## src/rtl/zw_dram_pkg.sv

```systemverilog
package zw_dram_pkg;
  typedef enum logic [1:0] {
    M_IDLE = 2'd0,
    M_ACC  = 2'd1,
    M_PRE  = 2'd2,
    M_REF  = 2'd3
  } mode_e;
endpackage

```

## src/rtl/zw_rst_sync.sv

```systemverilog
module zw_rst_sync (
  input  logic clk,
  input  logic rst_n,
  output logic rst_n_sync
);
  logic [1:0] sync_q;

  always_ff @(posedge clk or negedge rst_n) begin
    if (!rst_n) sync_q <= 2'b00;
    else        sync_q <= {sync_q[0], 1'b1};
  end

  assign rst_n_sync = sync_q[1];
endmodule

```

## src/rtl/zw_ref_timer.sv

```systemverilog
module zw_ref_timer #(
  parameter int REF_INTERVAL = 24
) (
  input  logic clk,
  input  logic rst_n,
  input  logic ref_done,
  output logic ref_pend
);
  localparam int CNT_W = (REF_INTERVAL > 1) ? $clog2(REF_INTERVAL) : 1;

  logic [CNT_W-1:0] cnt_q, cnt_d;
  logic             pend_q, pend_d;
  logic             wrap;

  assign wrap = (cnt_q == CNT_W'(REF_INTERVAL - 1));

  always_comb begin
    cnt_d  = wrap ? '0 : cnt_q + 1'b1;
    pend_d = pend_q;
    if (ref_done) pend_d = 1'b0;
    if (wrap)     pend_d = 1'b1;
  end

  always_ff @(posedge clk or negedge rst_n) begin
    if (!rst_n) begin
      cnt_q  <= '0;
      pend_q <= 1'b0;
    end else begin
      cnt_q  <= cnt_d;
      pend_q <= pend_d;
    end
  end

  assign ref_pend = pend_q;
endmodule

```

## src/rtl/zw_bus_seq.sv

```systemverilog
module zw_bus_seq
  import zw_dram_pkg::*;
#(
  parameter int RAS_TICKS = 2,
  parameter int PRE_TICKS = 1,
  parameter int IDLE_GAP  = 4
) (
  input  logic clk,
  input  logic rst_n,
  input  logic as_n,
  input  logic rd_wr,
  input  logic ref_pend,
  output logic ref_done,
  output logic ras_n,
  output logic cas_n,
  output logic mux_col,
  output logic we_n,
  output logic dtack_n
);
  localparam int STEP_MAX = (RAS_TICKS > PRE_TICKS) ? RAS_TICKS : PRE_TICKS;
  localparam int STEP_W   = $clog2(STEP_MAX + 1);
  localparam int GAP_W    = $clog2(IDLE_GAP + 1);

  mode_e             mode_q, mode_d;
  logic [STEP_W-1:0] step_q, step_d;
  logic              served_q, served_d;
  logic              wr_q, wr_d;
  logic              ph_q, ph_d;
  logic              ack_q, ack_d;
  logic [GAP_W-1:0]  quiet_q, quiet_d;
  logic              quiet_ok, acc_req;
  logic              acc_on, acc_col, ref_on, ref_ras;

  assign quiet_ok = (quiet_q >= GAP_W'(IDLE_GAP));
  // An access may only begin on a whole processor clock boundary of the strobe.
  assign acc_req  = !as_n && !served_q && !ph_q;

  always_comb begin
    mode_d   = mode_q;
    step_d   = step_q;
    served_d = served_q;
    wr_d     = wr_q;
    ref_done = 1'b0;
    unique case (mode_q)
      M_IDLE: begin
        if (acc_req) begin
          mode_d   = M_ACC;
          step_d   = '0;
          served_d = 1'b1;
          wr_d     = !rd_wr;
        end else if (ref_pend && as_n && quiet_ok) begin
          mode_d = M_REF;
          step_d = '0;
        end
      end
      M_ACC: begin
        if (step_q == STEP_W'(RAS_TICKS - 1)) begin
          mode_d = M_PRE;
          step_d = '0;
        end else begin
          step_d = step_q + 1'b1;
        end
      end
      M_PRE: begin
        if (step_q == STEP_W'(PRE_TICKS - 1)) begin
          step_d = '0;
          mode_d = ref_pend ? M_REF : M_IDLE;
        end else begin
          step_d = step_q + 1'b1;
        end
      end
      M_REF: begin
        if (step_q == STEP_W'(RAS_TICKS)) begin
          mode_d   = M_PRE;
          step_d   = '0;
          ref_done = 1'b1;
        end else begin
          step_d = step_q + 1'b1;
        end
      end
      default: mode_d = M_IDLE;
    endcase
    if (as_n) served_d = 1'b0;
    ph_d    = as_n ? 1'b0 : !ph_q;
    quiet_d = !as_n ? '0 : (quiet_ok ? quiet_q : quiet_q + 1'b1);
    if (as_n)                                 ack_d = 1'b0;
    else if (mode_q == M_ACC && step_q == '0) ack_d = 1'b1;
    else                                      ack_d = ack_q;
  end

  always_ff @(posedge clk or negedge rst_n) begin
    if (!rst_n) begin
      mode_q   <= M_IDLE;
      step_q   <= '0;
      served_q <= 1'b0;
      wr_q     <= 1'b0;
      ph_q     <= 1'b0;
      ack_q    <= 1'b0;
      quiet_q  <= '0;
    end else begin
      mode_q   <= mode_d;
      step_q   <= step_d;
      served_q <= served_d;
      wr_q     <= wr_d;
      ph_q     <= ph_d;
      ack_q    <= ack_d;
      quiet_q  <= quiet_d;
    end
  end

  assign acc_on  = (mode_q == M_ACC);
  assign acc_col = acc_on && (step_q != '0);
  assign ref_on  = (mode_q == M_REF);
  assign ref_ras = ref_on && (step_q != '0);

  assign ras_n   = !(acc_on || ref_ras);
  assign cas_n   = !(acc_col || ref_on);
  assign mux_col = acc_col;
  assign we_n    = !(acc_col && wr_q);
  assign dtack_n = !ack_q;
endmodule

```

## src/rtl/zw_addr_mux.sv

```systemverilog
module zw_addr_mux #(
  parameter int ROW_W = 8,
  parameter int COL_W = 8
) (
  input  logic [ROW_W+COL_W-1:0]                       addr,
  input  logic                                         mux_col,
  output logic [((ROW_W > COL_W) ? ROW_W : COL_W)-1:0] dram_addr
);
  localparam int AW   = ROW_W + COL_W;
  localparam int MA_W = (ROW_W > COL_W) ? ROW_W : COL_W;

  logic [MA_W-1:0] row_ext, col_ext;

  if (ROW_W == MA_W) begin : g_row_full
    assign row_ext = addr[AW-1:COL_W];
  end else begin : g_row_pad
    assign row_ext = {{(MA_W-ROW_W){1'b0}}, addr[AW-1:COL_W]};
  end

  if (COL_W == MA_W) begin : g_col_full
    assign col_ext = addr[COL_W-1:0];
  end else begin : g_col_pad
    assign col_ext = {{(MA_W-COL_W){1'b0}}, addr[COL_W-1:0]};
  end

  assign dram_addr = mux_col ? col_ext : row_ext;
endmodule

```

## src/rtl/zw_dram_ctrl.sv

```systemverilog
module zw_dram_ctrl #(
  parameter int ROW_W        = 8,
  parameter int COL_W        = 8,
  parameter int RAS_TICKS    = 2,
  parameter int PRE_TICKS    = 1,
  parameter int REF_INTERVAL = 24,
  parameter int IDLE_GAP     = 4
) (
  input  logic                                         clk,
  input  logic                                         rst_n,
  input  logic                                         as_n,
  input  logic                                         rd_wr,
  input  logic [ROW_W+COL_W-1:0]                       addr,
  output logic                                         dtack_n,
  output logic                                         ras_n,
  output logic                                         cas_n,
  output logic                                         mux_col,
  output logic                                         we_n,
  output logic [((ROW_W > COL_W) ? ROW_W : COL_W)-1:0] dram_addr
);
  logic rst_n_int;
  logic ref_pend, ref_done;

  zw_rst_sync u_rst (
    .clk        (clk),
    .rst_n      (rst_n),
    .rst_n_sync (rst_n_int)
  );

  zw_ref_timer #(.REF_INTERVAL(REF_INTERVAL)) u_timer (
    .clk      (clk),
    .rst_n    (rst_n_int),
    .ref_done (ref_done),
    .ref_pend (ref_pend)
  );

  zw_bus_seq #(
    .RAS_TICKS (RAS_TICKS),
    .PRE_TICKS (PRE_TICKS),
    .IDLE_GAP  (IDLE_GAP)
  ) u_seq (
    .clk      (clk),
    .rst_n    (rst_n_int),
    .as_n     (as_n),
    .rd_wr    (rd_wr),
    .ref_pend (ref_pend),
    .ref_done (ref_done),
    .ras_n    (ras_n),
    .cas_n    (cas_n),
    .mux_col  (mux_col),
    .we_n     (we_n),
    .dtack_n  (dtack_n)
  );

  zw_addr_mux #(.ROW_W(ROW_W), .COL_W(COL_W)) u_mux (
    .addr      (addr),
    .mux_col   (mux_col),
    .dram_addr (dram_addr)
  );
endmodule

```

## config.mk

```make
export PLATFORM = sky130hd
export DESIGN_NAME = zw_dram_ctrl
export DESIGN_NICKNAME = d
export VERILOG_FILES = /design/src/rtl/zw_dram_pkg.sv /design/src/rtl/zw_rst_sync.sv /design/src/rtl/zw_ref_timer.sv /design/src/rtl/zw_bus_seq.sv /design/src/rtl/zw_addr_mux.sv /design/src/rtl/zw_dram_ctrl.sv
export SDC_FILE = /design/constraint.sdc
export NUM_CORES = 1
export LEC_CHECK = 0
export ABC_AREA = 0
export BUFFER_PORTS_ARGS = -buffer_cell sky130_fd_sc_hd__buf_2
export CAP_MARGIN = 20
export CORE_MARGIN = 2
export CORE_UTILIZATION = 51
export CTS_BUF_LIST = sky130_fd_sc_hd__clkbuf_4
export CTS_CLUSTER_SIZE = 24
export DETAILED_ROUTE_END_ITERATION = 6
export MAX_ROUTING_LAYER = met4
export PLACE_DENSITY = 0.8
export SYNTH_ARGS = -nofsm -noshare
export SYNTH_HDL_FRONTEND = slang
export SYNTH_SLANG_ARGS = --single-unit
export TNS_END_PERCENT = 20
```

## constraint.sdc

```tcl
create_clock -name clk -period 2 [get_ports clk]
set_input_delay 0.4 -clock clk [delete_from_list [all_inputs] [get_ports clk]]
set_output_delay 0.4 -clock clk [all_outputs]
set_load 0.03 [all_outputs]
```

==> run metrics <==
outcome finished with violations; failing checks setup timing; initial antenna violation count 0; worst slack at placement 0.0170 ns; Total Routing Usage GR 22.3%; final worst slack -0.122 ns; Yosys warning count 0; die height 48.6 µm; area growth from synthesis to layout 38.8%; Final period util 106%; Combinational Power Share 61.2%; layout cell share with drive strength beyond 1 46.7%; P_int 0.00114 W; critical path startpoint category flip-flop; Worst Hold Class in2reg; Routed WL 2390 µm; post-synthesis sequential area ratio 46.8%; Rows 16; Detail Route Antenna Nets 0; largest net degree at the start of global routing 18; drt initial violations 7; wire length per cell 14.6 µm; Final min period 2.12 ns; clock sinks 19; Post-DP HPWL 1570 µm; via count 872; Die Span X 48.6 µm; sequential power share 28.0%; placed cells 151; nets@finish 164; final hold violations 0; setup TNS -0.888 ns; I/O pin count 33; max_cap viols 0; CP required 1.60 ns; ant diodes 0; most common cell after layout, fill and taps aside buf_2; CTS tree done; clock root buffer clkbuf_4; switch share 40.8%; vias in the first global route 885; Slew headroom 55.3%; WS Path Type reg2out; clock latency on the worst-skew pair 0.30 ns; grt ovf 0; syn nets 116; post-route insts no fill 164; Clk pwr share 10.9%; RSZ-0062 raised after global routing yes; H-tree level count 1; CP Capture Type primary output; cts bufs inserted 3; power per cell area 1360 mW/mm²; Clock Skew 0.00857 ns; syn_area_per_cell 11.3 µm²; synthesized cell area 0.00102 mm²; measured slew at the worst slew-check pin 0.670 ns; final setup fails 8; largest fanout on the critical path 5; GP Congestion 0.764; Initial Utilization 52.9%; synthesized netlist cell count 90; final instance area 0.00141 mm²; clock-pin slew on the worst setup and hold paths 0.11 ns; global-route wire length before repair 3910 µm; Area after DPL 0.00123 mm²; DRC viols 0; sw power 0.000784 W; Static Leak 0.699 nW; DR vias/cell 5.32; Yosys cell types 36; clk buf depth 2; Synth Register Bits 19; FMAX 471 MHz; Arr. time, crit path 1.72 ns; Final Max Tran Viols 0; port bufs 32; commonest non-fill, non-tap cells in the layout buf_2, dfrtp_1, buf_4; DR pass1 iterations 3; core area 0.00192 mm²; VDD IR max 787 µV; die area 0.00237 mm²
## worst max-delay path: stages (launching register included)
cell and delay (ns):
dfrtp_1 0.39, inv_2 0.07, ha_4 0.17, inv_4 0.05
and3_4 0.18, buf_6 0.13, mux2_4 0.31, buf_6 0.14
## power by group through the flow
stage          Combinational, W  Clock [W]  Sequential (W)
2_1_floorplan          0.000655          0        0.000530
3_3_place_gp           0.000850          0        0.000533
3_5_place_dp           0.000880          0        0.000538
4_1_cts                 0.00106   0.000210        0.000531
5_1_grt                 0.00127   0.000229        0.000548
6_report                0.00118   0.000208        0.000537
## worst paths after layout
path | startpoint | endpoint | slack, ns | cells after the start
setup / recovery | u_seq.step_q[0]$_DFFE_PN0P_ | dram_addr[3] | -0.12 | 7
hold / removal | rd_wr | u_seq.wr_q$_DFFE_PN0P_ | 0.26 | 2
setup reg to reg | u_seq.step_q[0]$_DFFE_PN0P_ | u_seq.step_q[0]$_DFFE_PN0P_ | 0.33 | 6
hold reg to reg | u_rst.sync_q[1]$_DFF_PN0_ | u_seq.ph_q$_DFF_PN0_ | 0.28 | 0
max in group asynchronous | u_rst.sync_q[1]$_DFF_PN0_ | u_seq.ack_q$_DFFE_PN0P_ | 1.28 | 0
min in group asynchronous | u_rst.sync_q[1]$_DFF_PN0_ | u_seq.ph_q$_DFF_PN0_ | 0.28 | 0
## per-layer routing
metal / share of wire [%] / vias to the layer above / track usage, %
met1: 35 / 413 / 20.1
met3: 7.1 / 8 / 5.25
li1: - / 413 / -
met5: 0 / - / -
met2: 55 / 38 / 42.5
met4: 2.4 / 0 / 11.9
## through the flow
stage / hold WS, ns / utilization [%] / power (W)
2_1_floorplan: 0.104 / - / 0.00119
3_3_place_gp: 0.185 / 63.9 / 0.00138
3_5_place_dp: 0.185 / 63.9 / 0.00142
4_1_cts: 0.264 / 71.8 / 0.00180
5_1_grt: 0.261 / 73.4 / 0.00205
6_report: 0.265 / 73.4 / 0.00192
## cell families (layout without fill, tap and decap cells)
logic type                 after synthesis  count (layout)  share of synthesized area (%)
AOI/OAI and AO/OA                       22              22                           14.8
adders and majority gates                6               6                           7.39
DFF                                     19              19                           46.8
other                                    1               1                          0.369
and+or+nand+nor                         21              21                           11.0
muxes                                   10              10                           13.8
xor gates and xnor gates                 2               2                           1.72
buffers and inverters                    9              56                           4.19
## flip-flops by register name (all words and copies together) (netlist names)
signal / flops
u_timer.cnt_q: 5
u_rst.sync_q: 2
u_seq.mode_q: 2
u_seq.ack_q: 1
u_seq.wr_q: 1
u_seq.served_q: 1
u_timer.ref_pend: 1
u_seq.step_q: 2
u_seq.quiet_q: 3
u_seq.ph_q: 1
## cell type report
cell class,count,area [µm²]
sequential,19,475
timing repair buffer,46,330
tap,27,33.8
multi-input combinational,62,515
clock buffer,4,30.0
inverter,6,25.0
fill,144,512
## what timing repair did
| action | CTS | global route |
|---|---|---|
| pin swaps | 2 | 1 |
| buffers inserted | 5 | 3 |
| hold endpoints to repair | 2 | 0 |
| hold buffers | 1 | 0 |
| gates resized for setup | 24 | 5 |
| endpoints found under the setup margin | 10 | 8 |
## cells in the mapped netlist
library cell	number	area [µm²]
a211oi_1	1	7.51
a21o_1	1	7.51
a21oi_1	3	15.0
a311oi_1	1	8.76
a31o_1	2	17.5
a31oi_1	2	12.5
and2_1	1	6.26
and3_1	1	6.26
buf_2	1	5.00
buf_6	1	11.3
clkbuf_1	1	3.75
conb_1	1	3.75
dfrtp_1	19	475
ha_1	6	75.1
inv_1	5	18.8
inv_2	1	3.75
mux2_4	8	120
mux2i_1	2	20.0
nand2_1	7	26.3
nand2b_1	3	18.8
nand3_1	2	10.0
nand4b_1	1	8.76
nor2_1	2	7.51
nor2b_1	1	6.26
nor3_1	1	5.00
o21a_1	1	7.51
o21ai_0	6	30.0
o21ba_2	1	10.0
o22ai_1	1	6.26
o31ai_1	1	7.51
o41a_1	1	11.3
o41ai_1	1	8.76
or3_1	1	6.26
or4b_1	1	10.0
xnor2_1	1	8.76
xor2_1	1	8.76
Power figures use the tool's default switching activity.
